<file path="config.mk">
export PLATFORM = sky130hd
export DESIGN_NAME = serial_rx_idle
export DESIGN_NICKNAME = d
export VERILOG_FILES = /design/src/rtl/serial_rx_pkg.sv /design/src/rtl/serial_rx_sync.sv /design/src/rtl/serial_rx_frame.sv /design/src/rtl/serial_rx_idle_det.sv /design/src/rtl/serial_rx_idle.sv
export SDC_FILE = /design/constraint.sdc
export NUM_CORES = 1
export LEC_CHECK = 0
export ABC_AREA = 0
export BUFFER_PORTS_ARGS = -buffer_cell sky130_fd_sc_hd__buf_2
export CAP_MARGIN = 20
export CELL_PAD_IN_SITES_DETAIL_PLACEMENT = 0
export CELL_PAD_IN_SITES_GLOBAL_PLACEMENT = 1
export CORE_AREA = 10 10 84 68
export DETAILED_ROUTE_END_ITERATION = 12
export DIE_AREA = 0 0 94 78
export PLACE_DENSITY = 0.87
export SYNTH_ARGS = -nofsm -noshare
export SYNTH_HDL_FRONTEND = slang
export SYNTH_SLANG_ARGS = --single-unit
export TNS_END_PERCENT = 30
</file>
<file path="constraint.sdc">
create_clock -name clk_i -period 3.2 [get_ports clk_i]
set_input_delay 0.8 -clock clk_i [delete_from_list [all_inputs] [get_ports clk_i]]
set_output_delay 0.8 -clock clk_i [all_outputs]
set_load 0.03 [all_outputs]
</file>
<file path="src/rtl/serial_rx_pkg.sv">
package serial_rx_pkg;

  localparam int unsigned DATA_BITS  = 8;
  localparam int unsigned FRAME_BITS = 10;

  typedef enum logic [2:0] {
    RX_HUNT,
    RX_START,
    RX_DATA,
    RX_STOP,
    RX_BREAK
  } rx_state_e;

  // clocks in one bit period
  function automatic int unsigned bit_clks(int unsigned div, int unsigned osr);
    return div * osr;
  endfunction

  // clocks from start edge to start mid-point
  function automatic int unsigned half_clks(int unsigned div, int unsigned osr);
    return bit_clks(div, osr) / 2;
  endfunction

  // clocks in one whole character
  function automatic int unsigned char_clks(int unsigned div, int unsigned osr);
    return FRAME_BITS * bit_clks(div, osr);
  endfunction

  // data arrives LSB first: new bit enters at the top
  function automatic logic [DATA_BITS-1:0] shift_in(logic [DATA_BITS-1:0] sr, logic b);
    return {b, sr[DATA_BITS-1:1]};
  endfunction

endpackage

</file>
<file path="src/rtl/serial_rx_sync.sv">
module serial_rx_sync #(
  parameter int unsigned STAGES = 2
) (
  input  logic clk_i,
  input  logic rst_ni,
  input  logic d_i,
  output logic q_o
);

  logic [STAGES-1:0] chain;

  generate
    if (STAGES == 1) begin : g_one
      always_ff @(posedge clk_i) begin
        if (!rst_ni) chain <= '1;
        else         chain <= d_i;
      end
    end else begin : g_many
      always_ff @(posedge clk_i) begin
        if (!rst_ni) chain <= '1;
        else         chain <= {chain[STAGES-2:0], d_i};
      end
    end
  endgenerate

  assign q_o = chain[STAGES-1];

endmodule

</file>
<file path="src/rtl/serial_rx_frame.sv">
module serial_rx_frame
  import serial_rx_pkg::*;
#(
  parameter int unsigned CLKS_PER_TICK = 4,
  parameter int unsigned OVERSAMPLE    = 16
) (
  input  logic                 clk_i,
  input  logic                 rst_ni,
  input  logic                 rx_s_i,
  output logic [DATA_BITS-1:0] data_o,
  output logic                 valid_o,
  output logic                 frame_err_o,
  output logic                 start_glitch_o,
  output logic                 byte_done_o,
  output logic                 stop_low_o
);

  localparam int unsigned BIT_CLKS  = bit_clks(CLKS_PER_TICK, OVERSAMPLE);
  localparam int unsigned HALF_CLKS = half_clks(CLKS_PER_TICK, OVERSAMPLE);
  localparam int unsigned CW        = (BIT_CLKS > 1) ? $clog2(BIT_CLKS) : 1;
  localparam int unsigned BW        = $clog2(DATA_BITS);
  localparam logic [CW-1:0] BIT_LAST  = CW'(BIT_CLKS - 1);
  localparam logic [CW-1:0] HALF_LAST = CW'(HALF_CLKS - 1);
  localparam logic [BW-1:0] IDX_LAST  = BW'(DATA_BITS - 1);

  rx_state_e            state;
  logic [CW-1:0]        cnt;
  logic [BW-1:0]        bit_idx;
  logic [DATA_BITS-1:0] shreg;

  logic half_hit, bit_hit;
  assign half_hit = (cnt == HALF_LAST);
  assign bit_hit  = (cnt == BIT_LAST);

  assign start_glitch_o = (state == RX_START) && half_hit && rx_s_i;
  assign byte_done_o    = (state == RX_STOP) && bit_hit;
  assign stop_low_o     = byte_done_o && !rx_s_i;

  always_ff @(posedge clk_i) begin
    if (!rst_ni) begin
      state       <= RX_HUNT;
      cnt         <= '0;
      bit_idx     <= '0;
      shreg       <= '0;
      data_o      <= '0;
      valid_o     <= 1'b0;
      frame_err_o <= 1'b0;
    end else begin
      valid_o     <= 1'b0;
      frame_err_o <= 1'b0;
      unique case (state)
        RX_HUNT: begin
          cnt <= '0;
          if (!rx_s_i) state <= RX_START;
        end
        RX_START: begin
          if (half_hit) begin
            cnt     <= '0;
            bit_idx <= '0;
            state   <= rx_s_i ? RX_HUNT : RX_DATA;
          end else begin
            cnt <= cnt + 1'b1;
          end
        end
        RX_DATA: begin
          if (bit_hit) begin
            cnt   <= '0;
            shreg <= shift_in(shreg, rx_s_i);
            if (bit_idx == IDX_LAST) state <= RX_STOP;
            else                     bit_idx <= bit_idx + 1'b1;
          end else begin
            cnt <= cnt + 1'b1;
          end
        end
        RX_STOP: begin
          if (bit_hit) begin
            cnt         <= '0;
            data_o      <= shreg;
            valid_o     <= 1'b1;
            frame_err_o <= !rx_s_i;
            state       <= rx_s_i ? RX_HUNT : RX_BREAK;
          end else begin
            cnt <= cnt + 1'b1;
          end
        end
        RX_BREAK: begin
          cnt <= '0;
          if (rx_s_i) state <= RX_HUNT;
        end
        default: state <= RX_HUNT;
      endcase
    end
  end

endmodule

</file>
<file path="src/rtl/serial_rx_idle_det.sv">
module serial_rx_idle_det
  import serial_rx_pkg::*;
#(
  parameter int unsigned CLKS_PER_TICK = 4,
  parameter int unsigned OVERSAMPLE    = 16
) (
  input  logic clk_i,
  input  logic rst_ni,
  input  logic rx_s_i,
  input  logic byte_i,
  output logic idle_o
);

  localparam int unsigned CHAR_CLKS = char_clks(CLKS_PER_TICK, OVERSAMPLE);
  localparam int unsigned QW        = $clog2(CHAR_CLKS);
  localparam logic [QW-1:0] CHAR_LAST = QW'(CHAR_CLKS - 1);

  logic          armed;
  logic [QW-1:0] quiet;

  always_ff @(posedge clk_i) begin
    if (!rst_ni) begin
      armed  <= 1'b0;
      quiet  <= '0;
      idle_o <= 1'b0;
    end else begin
      idle_o <= 1'b0;
      if (byte_i) begin
        armed <= 1'b1;
        quiet <= '0;
      end else if (armed) begin
        if (!rx_s_i) begin
          quiet <= '0;
        end else if (quiet == CHAR_LAST) begin
          idle_o <= 1'b1;
          armed  <= 1'b0;
          quiet  <= '0;
        end else begin
          quiet <= quiet + 1'b1;
        end
      end
    end
  end

endmodule

</file>
<file path="src/rtl/serial_rx_idle.sv">
module serial_rx_idle
  import serial_rx_pkg::*;
#(
  parameter int unsigned CLKS_PER_TICK = 4,
  parameter int unsigned OVERSAMPLE    = 16,
  parameter int unsigned SYNC_STAGES   = 2
) (
  input  logic                 clk_i,
  input  logic                 rst_ni,
  input  logic                 rx_i,
  output logic [DATA_BITS-1:0] rx_data_o,
  output logic                 rx_valid_o,
  output logic                 rx_frame_err_o,
  output logic                 rx_idle_o
);

  // named internal events, used by the bound checker
  logic rx_sync;
  logic start_glitch;
  logic byte_done;
  logic stop_low;

  serial_rx_sync #(.STAGES(SYNC_STAGES)) u_sync (
    .clk_i (clk_i),
    .rst_ni(rst_ni),
    .d_i   (rx_i),
    .q_o   (rx_sync)
  );

  serial_rx_frame #(
    .CLKS_PER_TICK(CLKS_PER_TICK),
    .OVERSAMPLE   (OVERSAMPLE)
  ) u_frame (
    .clk_i         (clk_i),
    .rst_ni        (rst_ni),
    .rx_s_i        (rx_sync),
    .data_o        (rx_data_o),
    .valid_o       (rx_valid_o),
    .frame_err_o   (rx_frame_err_o),
    .start_glitch_o(start_glitch),
    .byte_done_o   (byte_done),
    .stop_low_o    (stop_low)
  );

  serial_rx_idle_det #(
    .CLKS_PER_TICK(CLKS_PER_TICK),
    .OVERSAMPLE   (OVERSAMPLE)
  ) u_idle (
    .clk_i (clk_i),
    .rst_ni(rst_ni),
    .rx_s_i(rx_sync),
    .byte_i(rx_valid_o),
    .idle_o(rx_idle_o)
  );

endmodule

</file>
* After elaboration in Yosys (flattened, before gate mapping)
Cells that the tools add are included.
** Cells by class
- Add/subtract/negate cells :: 3
- Multiply operators :: 0
- Div/mod/pow operators :: 0
- $lt $le $gt $ge :: 0
- Equality and inequality tests :: 15
- Shift-type cells :: 0
- Multiplexer cells :: 24
- Bitwise logic cells :: 3
- Reductions and logical operators :: 14
** Operators with widths (count)
- 3-bit 2-to-1 mux :: 10
- 10-bit 2-to-1 mux :: 2
- 6-bit one-hot mux with 3 select lines :: 1
- 3-bit one-hot mux with 5 select lines :: 1
- 6-bit 2-to-1 mux :: 2
- 10-bit by 1-bit adder with 10-bit output, second input constant :: 1
- 10-bit == test, second input constant :: 1
- 2-bit by 1-bit != test with 1-bit output, second input constant :: 4
- 6-bit by 1-bit adder with 6-bit output, second input constant :: 1
- 3-bit by 2-bit == test with 1-bit output, second input constant :: 2
- 3-bit == test, second input constant :: 2
- 6-bit by 5-bit == test with 1-bit output, second input constant :: 1
- 6-bit == test, second input constant :: 1
- 1-bit 2-to-1 mux :: 6
- 2-bit != test, second input constant :: 3
- 3-bit one-hot mux with 2 select lines :: 1
- 2-bit AND reduction :: 3
- 6-bit AND reduction :: 1
- 2-bit OR reduction :: 3
- 4-bit AND reduction :: 1
- 4-bit OR reduction :: 1
- 3-bit by 1-bit adder with 3-bit output, second input constant :: 1
- 3-bit by 1-bit == test with 1-bit output, second input constant :: 1
- 3-bit logical NOT :: 1
- other kinds (6) :: 8
** Storage, ports and cells
- Flip-flop bits (word level) :: 44
- Latch bits :: 0
- Memory bits (writable) :: 0
- ROM bits :: 0
- Bits of input ports :: 3
- Output and inout port bits :: 11
- Word-level logic and storage cells :: 70
- Memories kept :: 0

* Depth between registers and ports, before layout
Gate-level depths: netlist of run 1.
- Depth after elaboration :: 5
- Depth in mapped cells :: 7

* Modules after synthesis
Synthesis of run 1 repeated with hierarchy kept, for this count alone.
** Unflattened totals
- Cells, all modules :: 221
- Area total of the unflattened synthesis :: 2034.5 um^2
** By module, submodules not included
- serial_rx_frame :: times used 1, cells an instance 140, area each 1361.3 um^2, seq. area each 600.6 um^2
- serial_rx_idle_det :: times used 1, cells an instance 77, area each 620.6 um^2, seq. area each 240.2 um^2
- serial_rx_sync :: times used 1, cells an instance 4, area each 52.6 um^2, seq. area each 40.0 um^2

* Worst setup path after synthesis of run 1
OpenSTA, ideal clock, no wires.
- Kind :: in2reg
- From :: input port rst_ni
- To :: register u_idle.quiet[7]
- Library setup time :: 79 ps
- Arrival :: 1796 ps
- Required time :: 3121 ps
- Setup slack :: 1325 ps
- Stages on the path :: 6
- Cell sequence :: buf_2 > or2b_2 > buf_6 > nor2_1 > nand2_1 > o211ai_1
** On the way
- Cells in the longest elaborated chain, start to end :: 2
** Ends and longest elaborated chain
- from (decl) :: line serial_rx_idle.sv:9 : input logic rst_ni,
- 1-bit NOT (no line)
- 2-bit OR reduction (no line)
- to (signal assigned) :: line serial_rx_idle_det.sv:39 : quiet <= quiet + 1'b1;
- to (decl) :: line serial_rx_idle_det.sv:19 : logic [QW-1:0] quiet;
No other way between the ends.
A chain may end at the register's enable or synchronous reset.

* Final worst setup path of run 1
- From :: register u_frame.cnt[0]
- To :: register u_frame.data_o[6]
** On the way
- Cells in the longest elaborated chain, start to end :: 2
** Ends and longest elaborated chain
- from (decl) :: line serial_rx_frame.sv:27 : logic [CW-1:0] cnt;
- from (signal assigned) :: line serial_rx_frame.sv:62 : cnt <= cnt + 1'b1;
- from (signal assigned) :: line serial_rx_frame.sv:72 : cnt <= cnt + 1'b1;
- from (signal assigned) :: line serial_rx_frame.sv:83 : cnt <= cnt + 1'b1;
- 6-bit == test :: line serial_rx_frame.sv:33 : assign bit_hit = (cnt == BIT_LAST);
- 2-bit AND reduction (no line)
- to (signal assigned) :: line serial_rx_frame.sv:78 : data_o <= shreg;
- to (decl) :: line serial_rx_frame.sv:10 : output logic [DATA_BITS-1:0] data_o,
No other way between the ends.

==> flow_metrics.env, run 1 <==
export IMPL_worst_path_largest_cell_delay_ps=410
export IMPL_crit_chain="ha_1 -> and4b_1 -> nand3_1 -> nand3_1 -> o21ai_0"
export IMPL_die_area_mm2=0.00733
export IMPL_cts_path_max_buffers=2
export IMPL_maxCapViolCount=0
export IMPL_cts_setup_buffers=0
export IMPL_timing_rr_end="u_frame.data_o[6]$_SDFFE_PN0P_"
export IMPL_hold_buffers=0
export IMPL_relSlewSlack_pct=61.7
export IMPL_multiInputGateArea_um2=947
export IMPL_holdPathEnd="u_sync.chain[1]$_SDFF_PN1_"
export IMPL_worst_path_stages=5
export IMPL_clk_pin_slew_ps=70
export IMPL_p_leak_nw=0.829
export IMPL_placed_cells=274
export IMPL_yosysWarnings=0
export IMPL_power_density_mw_per_mm2=451
export IMPL_die_width_um=94
export IMPL_synth_seq_cells=44
export IMPL_vias_per_cell=5.37
export IMPL_synth_seq_area_share_pct=46.2
export IMPL_path_buf_inv=0
export IMPL_cts_buffers=5
export IMPL_synth_area_mm2=0.00191
export IMPL_syn_inst=215
export IMPL_period_share_pct=54.8
export IMPL_synth_main_ff_cell="dfxtp_1"
export IMPL_placedInstanceArea_mm2=0.00199
export IMPL_finish_utilization_pct=49.4
export IMPL_yosys_area_top_type="dfxtp_1"
export IMPL_fillCellCount=419
export IMPL_cts_resized=0
export IMPL_yosysUniqueCellTypes=40
export IMPL_tritoncts="done"
export IMPL_initial_utilization_pct=45.4
export IMPL_worstHoldStart="u_sync.chain[0]$_SDFF_PN1_"
export IMPL_finalNonFillerCells=282
export IMPL_grt_pass1_wl_um=6470
export IMPL_fmax_mhz=571
export IMPL_synth_area_per_cell_um2=8.87
export IMPL_cp_top_family="simple AND/OR/NAND/NOR gates"
export IMPL_rsz0062_at_grt="no"
export IMPL_cp_start_kind="flop"
export IMPL_worst_path_most_repeated_cell="nand3_1"
export IMPL_drt_initial_drc_count=99
export IMPL_nNetsFinal=231
export IMPL_antenna_left=0
export IMPL_whs_path_depth=1
export IMPL_groute_usage_overall_pct=10.6
export IMPL_dieHeight_um=78
export IMPL_core_mm2=0.00420
export IMPL_hpwl_um=2600
export IMPL_synth_area_top_cells="dfxtp_1 46%, mux2i_1 6.8%, nand2_1 5.9%"
export IMPL_ir_drop_mv=0.263
export IMPL_r2r_slack_ps=1450
export IMPL_end_kind="flop"
export IMPL_finalSetupViolations=0
export IMPL_status="complete, no violations"
export IMPL_drive_gt1_share_pct=10.7
export IMPL_required_ps=3350
export IMPL_synthArstFlopShare_pct=0
export IMPL_grt_pass1_vias=1409
export IMPL_r2r_start="u_frame.cnt[0]$_SDFFE_PN0P_"
export IMPL_period_needed_ps=1750
export IMPL_antenna_cells=0
export IMPL_hold_viol=0
export IMPL_vias=1513
export IMPL_reg2reg_depth=5
export IMPL_pin_count=14
export IMPL_areaGrowthSynthToFinish_pct=8.92
export IMPL_slew_violations=0
export IMPL_tightest_slew_ps=568
export IMPL_std_cell_rows=21
export IMPL_path_class="flop to flop"
export IMPL_insertion_delay_ps=290
export IMPL_dr_pass1_iters=4
export IMPL_synthesis_nets=222
export IMPL_critPathMaxFanout=16
export IMPL_min_path_type="flop to flop"
export IMPL_fin_tns_setup_ps=0
export IMPL_wirelength_um=3710
export IMPL_synth_edf_count=0
export IMPL_synth_top_cell_area_share_pct=46.2
export IMPL_regArea_um2=881
export IMPL_root_buffer="clkbuf_8"
export IMPL_grt_start_max_net_pins=21
export IMPL_place_congestion=0.820
export IMPL_skew_ps=9.78
export IMPL_crit_slowest_cell="nand3_1"
export IMPL_ctsHtreeMaxLevel=2
export IMPL_final_area_mm2=0.00208
export IMPL_antenna_found_initial=0
export IMPL_grt_overflow=0
export IMPL_avgRoutedWirePerCell_um=13.1
export IMPL_worst_hold_slack_ps=407
export IMPL_crit_arrival_ps=1900
export IMPL_portBuffers=13
export IMPL_drc=0
export IMPL_cts_sink_count=44
flip-flops by register name, indices dropped and copies added (netlist names):
signal               flops
u_frame.frame_err_o      1
u_frame.data_o           8
u_frame.bit_idx          3
u_idle.armed             1
u_frame.valid_o          1
u_idle.idle_o            1
u_frame.cnt              6
u_frame.state            3
u_idle.quiet            10
u_frame.shreg            8
u_sync.chain             2
kinds of logic after synthesis:
group | after synthesis | share of synthesized area [%]
buf+inv | 16 | 4.13
xor+xnor | 7 | 3.22
fa+ha+maj | 4 | 2.62
simple gates | 101 | 27.9
mux | 14 | 7.41
flops | 44 | 46.2
compound gates | 29 | 8.53
synthesized netlist by cell type (2+ instances only):
cell / n
xnor2_1: 3
ha_1: 4
nor3_1: 5
and4_1: 3
o211ai_1: 2
and3_1: 3
o21ai_0: 14
nor2_1: 14
clkbuf_1: 4
inv_1: 4
mux2i_1: 13
nand4_1: 6
nand2_1: 30
nand3b_1: 2
nor4b_1: 3
nand2b_1: 4
or3_1: 2
dfxtp_1: 44
buf_2: 6
xor2_1: 4
nor3b_1: 3
nand3_1: 17
a21oi_1: 6
a31oi_1: 3
metal layers:
layer	wire, µm	global-route usage (%)	up-vias
met2	1570	15.7	33
met4	50	3.64	0
met1	1930	14.0	698
met5	0	0	-
li1	-	-	775
met3	159	3.27	7
layout make-up:
class | count | area share (%)
clock buffer | 8 | 4.34
timing repair buffer | 14 | 3.49
multi-input combinational | 155 | 45.6
tap | 57 | 3.43
inverter | 4 | 0.723
sequential | 44 | 42.4
cells in the final DEF (no fill, tap or decap), types with 2 or more instances in the layout:
| cell | synthesis | layout |
|---|---|---|
| nor3_1 | 5 | 5 |
| o211ai_1 | 2 | 2 |
| xnor2_1 | 3 | 3 |
| nor4b_1 | 3 | 3 |
| ha_1 | 4 | 4 |
| a31oi_1 | 3 | 3 |
| inv_1 | 4 | 4 |
| or3_1 | 2 | 2 |
| o21ai_0 | 14 | 14 |
| mux2i_1 | 13 | 13 |
| nor2_1 | 14 | 14 |
| clkbuf_8 | 0 | 6 |
| buf_2 | 6 | 13 |
| nand2_1 | 30 | 30 |
| clkbuf_1 | 4 | 2 |
| dfxtp_1 | 44 | 44 |
| and3_1 | 3 | 3 |
| xor2_1 | 4 | 4 |
| nand4_1 | 6 | 6 |
| nand3b_1 | 2 | 2 |
| a21oi_1 | 6 | 6 |
| and4_1 | 3 | 3 |
| nand2b_1 | 4 | 4 |
| nor3b_1 | 3 | 3 |
| nand3_1 | 17 | 17 |
through the flow:
stage / total power [mW] / setup WS (ps)
floorplan: 0.593 / 1330
global placement: 0.598 / 1270
detailed placement: 0.598 / 1240
CTS: 0.948 / 1430
global route: 0.979 / 1190
finish: 0.938 / 1450
worst max-delay path by stage:
stage | from | endpoint | slack, ps
global placement | rst_ni | u_idle.quiet[7]$_SDFFE_PP0P_ | 1270
CTS | u_frame.cnt[0]$_SDFFE_PN0P_ | u_frame.data_o[6]$_SDFFE_PN0P_ | 1430
floorplan | rst_ni | u_idle.quiet[7]$_SDFFE_PP0P_ | 1330
detailed placement | rst_ni | u_idle.quiet[7]$_SDFFE_PP0P_ | 1240
global route | u_frame.cnt[0]$_SDFFE_PN0P_ | u_frame.data_o[6]$_SDFFE_PN0P_ | 1190
finish | u_frame.cnt[0]$_SDFFE_PN0P_ | u_frame.data_o[6]$_SDFFE_PN0P_ | 1450
where the power goes:
part / total (mW) / switching (mW) / internal, mW / leakage [nW]
clock: 0.352 / 0.176 / 0.176 / 0.0455
combinational: 0.0252 / 0.0147 / 0.0105 / 0.428
sequential: 0.561 / 0.00806 / 0.552 / 0.355
total: 0.938 / 0.199 / 0.739 / 0.829
(Power assumes the default switching activity.)
==> inputs of run 2 (changes only) <==
- ABC_AREA: 0 -> 1
- CORE_AREA: 10 10 84 68 -> 10 10 95 76
- DIE_AREA: 0 0 94 78 -> 0 0 105 86
- PLACE_DENSITY: 0.87 -> 0.78
- clock period: 3.2 -> 1.58 ns (I/O delays scaled with it)
==> flow_metrics.env, run 2 <==
export IMPL_status="complete, no violations"
export IMPL_rsz0062_at_grt="no"
export IMPL_finalSetupViolations=0
export IMPL_maxCapViolCount=0
export IMPL_grt_pass1_vias=1641
export IMPL_synthesis_nets=289
export IMPL_critPathMaxFanout=4
export IMPL_portBuffers=13
export IMPL_crit_arrival_ps=1640
export IMPL_required_ps=1810
export IMPL_die_area_mm2=0.00903
export IMPL_ys_top_cells_by_count="59 x nor2_1, 53 x nand2_1, 44 x dfxtp_1, 27 x inv_1, 20 x o21ai_0"
export IMPL_p_leak_nw=1.00
export IMPL_tightest_slew_ps=325
export IMPL_holdPathEnd="u_sync.chain[0]$_SDFF_PN1_"
export IMPL_grt_pass1_wl_um=7760
export IMPL_synth_edf_count=0
export IMPL_power_density_mw_per_mm2=1330
export IMPL_setup_slack_ps=175
export IMPL_cp_start_kind="flop"
export IMPL_tritoncts="done"
export IMPL_insertion_delay_ps=300
export IMPL_place_congestion=0.826
export IMPL_pin_count=14
export IMPL_relSlewSlack_pct=78.2
export IMPL_synth_seq_cells=44
export IMPL_grt_start_max_net_pins=25
export IMPL_yosys_area_top_type="dfxtp_1"
export IMPL_worst_hold_slack_ps=288
export IMPL_synth_main_ff_cell="dfxtp_1"
export IMPL_antenna_found_initial=0
export IMPL_top_regs="u_idle.quiet (10), u_frame.data_o (8), u_frame.shreg (8)"
export IMPL_drive_gt1_share_pct=20.8
export IMPL_cts_sink_count=44
export IMPL_r2r_slack_ps=170
export IMPL_power_share_clock_pct=29.1
export IMPL_worst_path_stages=10
export IMPL_finish_utilization_pct=45.3
export IMPL_root_buffer="clkbuf_8"
export IMPL_dieHeight_um=86
export IMPL_initial_utilization_pct=37.7
export IMPL_period_share_pct=89.0
export IMPL_final_cell_mix="55 x nor2_1, 52 x nand2_1, 41 x dfxtp_1"
export IMPL_nNetsFinal=319
export IMPL_yosysWarnings=0
export IMPL_drc=0
export IMPL_finalNonFillerCells=388
export IMPL_hold_viol=0
export IMPL_largest_register_ffs=10
export IMPL_wirelength_um=4480
export IMPL_syn_inst=282
export IMPL_end_kind="flop"
export IMPL_antenna_left=0
export IMPL_die_width_um=105
export IMPL_yosysMostFrequentCell="nor2_1"
export IMPL_vias=1769
export IMPL_p_total_mw=3.18
export IMPL_yosysUniqueCellTypes=28
export IMPL_synth_area_per_cell_um2=7.07
export IMPL_hpwl_um=3170
export IMPL_path_buf_inv=2
export IMPL_groute_usage_overall_pct=10.3
export IMPL_fmax_mhz=712
export IMPL_std_cell_rows=23
export IMPL_cts_resized=0
export IMPL_cts_setup_buffers=0
export IMPL_min_path_type="input port to flop"
export IMPL_layout_commonest_cell="nor2_1"
export IMPL_areaGrowthSynthToFinish_pct=20.4
export IMPL_synth_seq_area_share_pct=44.2
export IMPL_cts_buffers=5
export IMPL_vias_per_cell=4.56
export IMPL_fillCellCount=541
export IMPL_synth_top_cell_area_share_pct=44.2
export IMPL_largest_register="u_idle.quiet"
export IMPL_hold_buffers=0
export IMPL_core_mm2=0.00530
export IMPL_crit_slowest_cell="dfxtp_1"
export IMPL_intPower_mw=2.08
export IMPL_power_frac_comb_pct=30.3
export IMPL_period_needed_ps=1410
export IMPL_reg2reg_depth=10
export IMPL_cp_top_family="simple AND/OR/NAND/NOR gates"
export IMPL_synthArstFlopShare_pct=0
export IMPL_pre_cts_ws_ps=67.9
export IMPL_clk_pin_slew_ps=90
export IMPL_ir_drop_mv=0.585
export IMPL_switching_share_pct=34.5
export IMPL_grt_overflow=0
export IMPL_path_class="flop to flop"
export IMPL_seq_power_share_pct=40.6
export IMPL_cts_path_max_buffers=2
export IMPL_power_switching_mw=1.10
export IMPL_synth_area_top_cells="dfxtp_1 44%, nor2_1 11%, nand2_1 10%"
export IMPL_placed_cells=380
export IMPL_fin_tns_setup_ps=0
export IMPL_dr_pass1_iters=4
export IMPL_skew_ps=5.73
export IMPL_antenna_cells=0
export IMPL_avgRoutedWirePerCell_um=11.5
export IMPL_drt_initial_drc_count=54
export IMPL_worst_path_largest_cell_delay_ps=380
export IMPL_placedInstanceArea_mm2=0.00224
export IMPL_synth_area_mm2=0.00199
export IMPL_r2r_start="u_frame.cnt[1]$_SDFFE_PN0P_"
export IMPL_whs_path_depth=2
export IMPL_crit_chain="ha_4 -> nand3_4 -> nor2_4 -> buf_4 -> nor2_2 -> inv_2 -> nand2_1 -> nor2_2 -> nor2_1 -> nor2_1"
export IMPL_timing_rr_end="u_frame.state[2]$_SDFFE_PN0P_"
export IMPL_slew_violations=0
export IMPL_worstHoldStart="rx_i"
export IMPL_ctsHtreeMaxLevel=2
export IMPL_final_area_mm2=0.00240
-- run 2: cell families (layout without fill, tap and decap cells) --
group | Yosys count | count (layout) | synth area share (%)
flip-flops | 44 | 44 | 44.2
buffers and inverters | 36 | 67 | 6.90
adder cells (fa/ha/maj) | 4 | 4 | 2.51
AO/OA/AOI/OAI | 45 | 45 | 11.9
AND/OR/NAND/NOR | 153 | 153 | 34.5
-- run 2: power groups by stage --
stage               logic (mW)  registers (mW)  clock network [mW]
global placement         0.934            1.30                   0
detailed placement       0.913            1.30                   0
global route              1.12            1.31                1.00
floorplan                0.728            1.29                   0
CTS                      0.917            1.28               0.958
finish                   0.964            1.29               0.926
-- run 2: cell type report --
cell class | instances | area (µm²) | area share (%)
sequential | 44 | 885 | 36.8
timing repair buffer | 26 | 163 | 6.77
clock buffer | 6 | 82.6 | 3.44
clock inverter | 2 | 38.8 | 1.62
tap | 75 | 93.8 | 3.91
inverter | 33 | 126 | 5.26
multi-input combinational | 202 | 1010 | 42.2
-- run 2: worst reg2reg max path, stage by stage (launching register included) --
cell,delay (ps)
dfxtp_1,380
ha_4,170
nand3_4,100
nor2_4,120
buf_4,140
nor2_2,50
inv_2,70
nand2_1,60
nor2_2,120
nor2_1,50
nor2_1,90
-- run 2: layer usage --
metal  vias to the layer above  routed length, µm  global-route usage [%]  part of all wire, %
li1                        962                  -                       -                    -
met1                       778               2500                    14.5                   56
met2                        24               1780                    14.5                   40
met3                         5                156                    2.91                  3.5
met4                         0                 43                    3.36                 0.96
met5                         -                  0                       0                    0
-- run 2: worst max-delay path by stage --
stage	slack (ps)	startpoint	to
2_1_floorplan	220	u_idle.quiet[0]$_SDFFE_PP0P_	u_idle.quiet[0]$_SDFFE_PP0P_
3_3_place_gp	80	u_frame.cnt[0]$_SDFFE_PN0P_	u_frame.state[2]$_SDFFE_PN0P_
3_5_place_dp	70	u_frame.cnt[0]$_SDFFE_PN0P_	u_frame.state[2]$_SDFFE_PN0P_
4_1_cts	40	u_frame.cnt[0]$_SDFFE_PN0P_	u_frame.state[2]$_SDFFE_PN0P_
5_1_grt	10	u_idle.quiet[0]$_SDFFE_PP0P_	u_idle.quiet[7]$_SDFFE_PP0P_
6_report	170	u_frame.cnt[1]$_SDFFE_PN0P_	u_frame.state[2]$_SDFFE_PN0P_
==> inputs of run 3 (changes only) <==
- PLACE_DENSITY: 0.78 -> not set
- PLACE_DENSITY_LB_ADDON: not set -> 0.1
==> flow_metrics.env, run 3 (same netlist as run 2, synthesis figures left out) <==
export IMPL_status="complete, no violations"
export IMPL_cts_resized=2
export IMPL_insertion_delay_ps=290
export IMPL_die_width_um=105
export IMPL_p_leak_nw=0.979
export IMPL_areaGrowthSynthToFinish_pct=18.1
export IMPL_tightest_slew_ps=410
export IMPL_grt_pass1_wl_um=7650
export IMPL_finalSetupViolations=0
export IMPL_period_needed_ps=1440
export IMPL_pin_count=14
export IMPL_hpwl_um=3230
export IMPL_use_met2_pct=15.4
export IMPL_grt_busiest_layer="met2"
export IMPL_power_density_mw_per_mm2=1320
export IMPL_root_buffer="clkbuf_8"
export IMPL_groute_usage_overall_pct=10.2
export IMPL_power_share_clock_pct=27.2
export IMPL_portBuffers=13
export IMPL_reg2reg_depth=9
export IMPL_hold_viol=0
export IMPL_intPower_mw=2.03
export IMPL_layout_commonest_cell="nor2_1"
export IMPL_hold_buffers=0
export IMPL_final_cell_mix="58 x nor2_1, 51 x nand2_1, 42 x dfxtp_1"
export IMPL_core_mm2=0.00530
export IMPL_placedInstanceArea_mm2=0.00221
export IMPL_path_class="flop to flop"
export IMPL_cts_buffers=5
export IMPL_vias=1747
export IMPL_antenna_cells=0
export IMPL_ctsHtreeMaxLevel=2
export IMPL_final_area_mm2=0.00236
export IMPL_drive_gt1_share_pct=18.4
export IMPL_wirelength_um=4290
export IMPL_cts_path_max_buffers=2
export IMPL_drc=0
export IMPL_die_area_mm2=0.00903
export IMPL_dieHeight_um=86
export IMPL_finish_utilization_pct=44.5
export IMPL_maxCapViolCount=0
export IMPL_power_frac_comb_pct=31.4
export IMPL_dr_pass1_iters=4
export IMPL_whs_path_depth=2
export IMPL_cts_setup_buffers=0
export IMPL_clk_pin_slew_ps=80
export IMPL_fin_tns_setup_ps=0
export IMPL_cp_start_kind="flop"
export IMPL_critPathMaxFanout=4
export IMPL_end_kind="flop"
export IMPL_avgRoutedWirePerCell_um=11.2
export IMPL_std_cell_rows=23
export IMPL_skew_ps=4.17
export IMPL_largest_register_ffs=10
export IMPL_slew_violations=0
export IMPL_required_ps=1810
export IMPL_drt_initial_drc_count=60
export IMPL_fmax_mhz=693
export IMPL_place_congestion=0.790
export IMPL_switching_share_pct=34.8
export IMPL_nNetsFinal=315
export IMPL_grt_start_max_net_pins=25
export IMPL_crit_arrival_ps=1670
export IMPL_vias_per_cell=4.55
export IMPL_tritoncts="done"
export IMPL_met1_usage_pct=13.5
export IMPL_antenna_found_initial=0
export IMPL_top_regs="u_idle.quiet (10), u_frame.data_o (8), u_frame.shreg (8)"
export IMPL_gr_usage_met3_pct=2.84
export IMPL_seq_power_share_pct=41.3
export IMPL_ir_drop_mv=0.621
export IMPL_min_path_type="input port to flop"
export IMPL_largest_register="u_idle.quiet"
export IMPL_antenna_left=0
export IMPL_initial_utilization_pct=37.7
export IMPL_power_switching_mw=1.09
export IMPL_grt_pass1_vias=1644
export IMPL_grt_overflow=0
export IMPL_relSlewSlack_pct=72.6
export IMPL_cts_sink_count=44
export IMPL_period_share_pct=91.3
[run 3: changes by cell type in the layout (fill, tap and decap cells not counted), sizes merged]
cell  previous run  this run
buf             26        22
[run 3: worst paths after layout]
kind / from / end / slack (ps)
setup / recovery: u_frame.cnt[1]$_SDFFE_PN0P_ / u_frame.state[1]$_SDFFE_PN0P_ / 140
hold / removal: rx_i / u_sync.chain[0]$_SDFF_PN1_ / 290
setup reg to reg: u_frame.cnt[1]$_SDFFE_PN0P_ / u_frame.state[1]$_SDFFE_PN0P_ / 140
hold reg to reg: u_sync.chain[0]$_SDFF_PN1_ / u_sync.chain[1]$_SDFF_PN1_ / 420
[run 3: final cells by class]
| cell class | instances | area (µm²) |
|---|---|---|
| fill | 600 | 2940 |
| clock inverter | 2 | 35.0 |
| timing repair buffer | 22 | 133 |
| clock buffer | 6 | 72.6 |
| tap | 75 | 93.8 |
| sequential | 44 | 883 |
| multi-input combinational | 202 | 1010 |
| inverter | 33 | 126 |
[run 3: power by group through the flow]
stage / clock network, mW / registers [mW] / logic [mW]
final: 0.850 / 1.29 / 0.981
after global routing: 0.929 / 1.30 / 1.16
after CTS: 0.888 / 1.27 / 0.940
after detailed placement: 0 / 1.30 / 0.924
after global placement: 0 / 1.30 / 0.944
after floorplan: 0 / 1.29 / 0.728
[run 3: critical path: stages (launching register included)]
cell and delay (ps):
dfxtp_1 400, ha_4 180, nand3_4 110, inv_2 90, nand2_1 90, nand2_1 130
nand2_1 100, nor2_4 140, nor2_1 50, nor2_1 90
[run 3: per-stage QoR]
stage | setup slack (ps) | total power, mW | hold WS (ps) | cells
3_5_place_dp | -22.8 | 2.22 | 404 | 376
5_1_grt | -12.4 | 3.39 | 286 | 384
3_3_place_gp | 26.8 | 2.25 | 400 | 376
4_1_cts | 10.2 | 3.10 | 288 | 384
6_report | 138 | 3.12 | 293 | 384
2_1_floorplan | 216 | 2.02 | 393 | 282
[run 3: routing by layer]
metal	share of wire, %	vias up
met5	0	-
met4	0.40	0
met3	2.5	3
met2	43	11
met1	54	773
li1	-	960
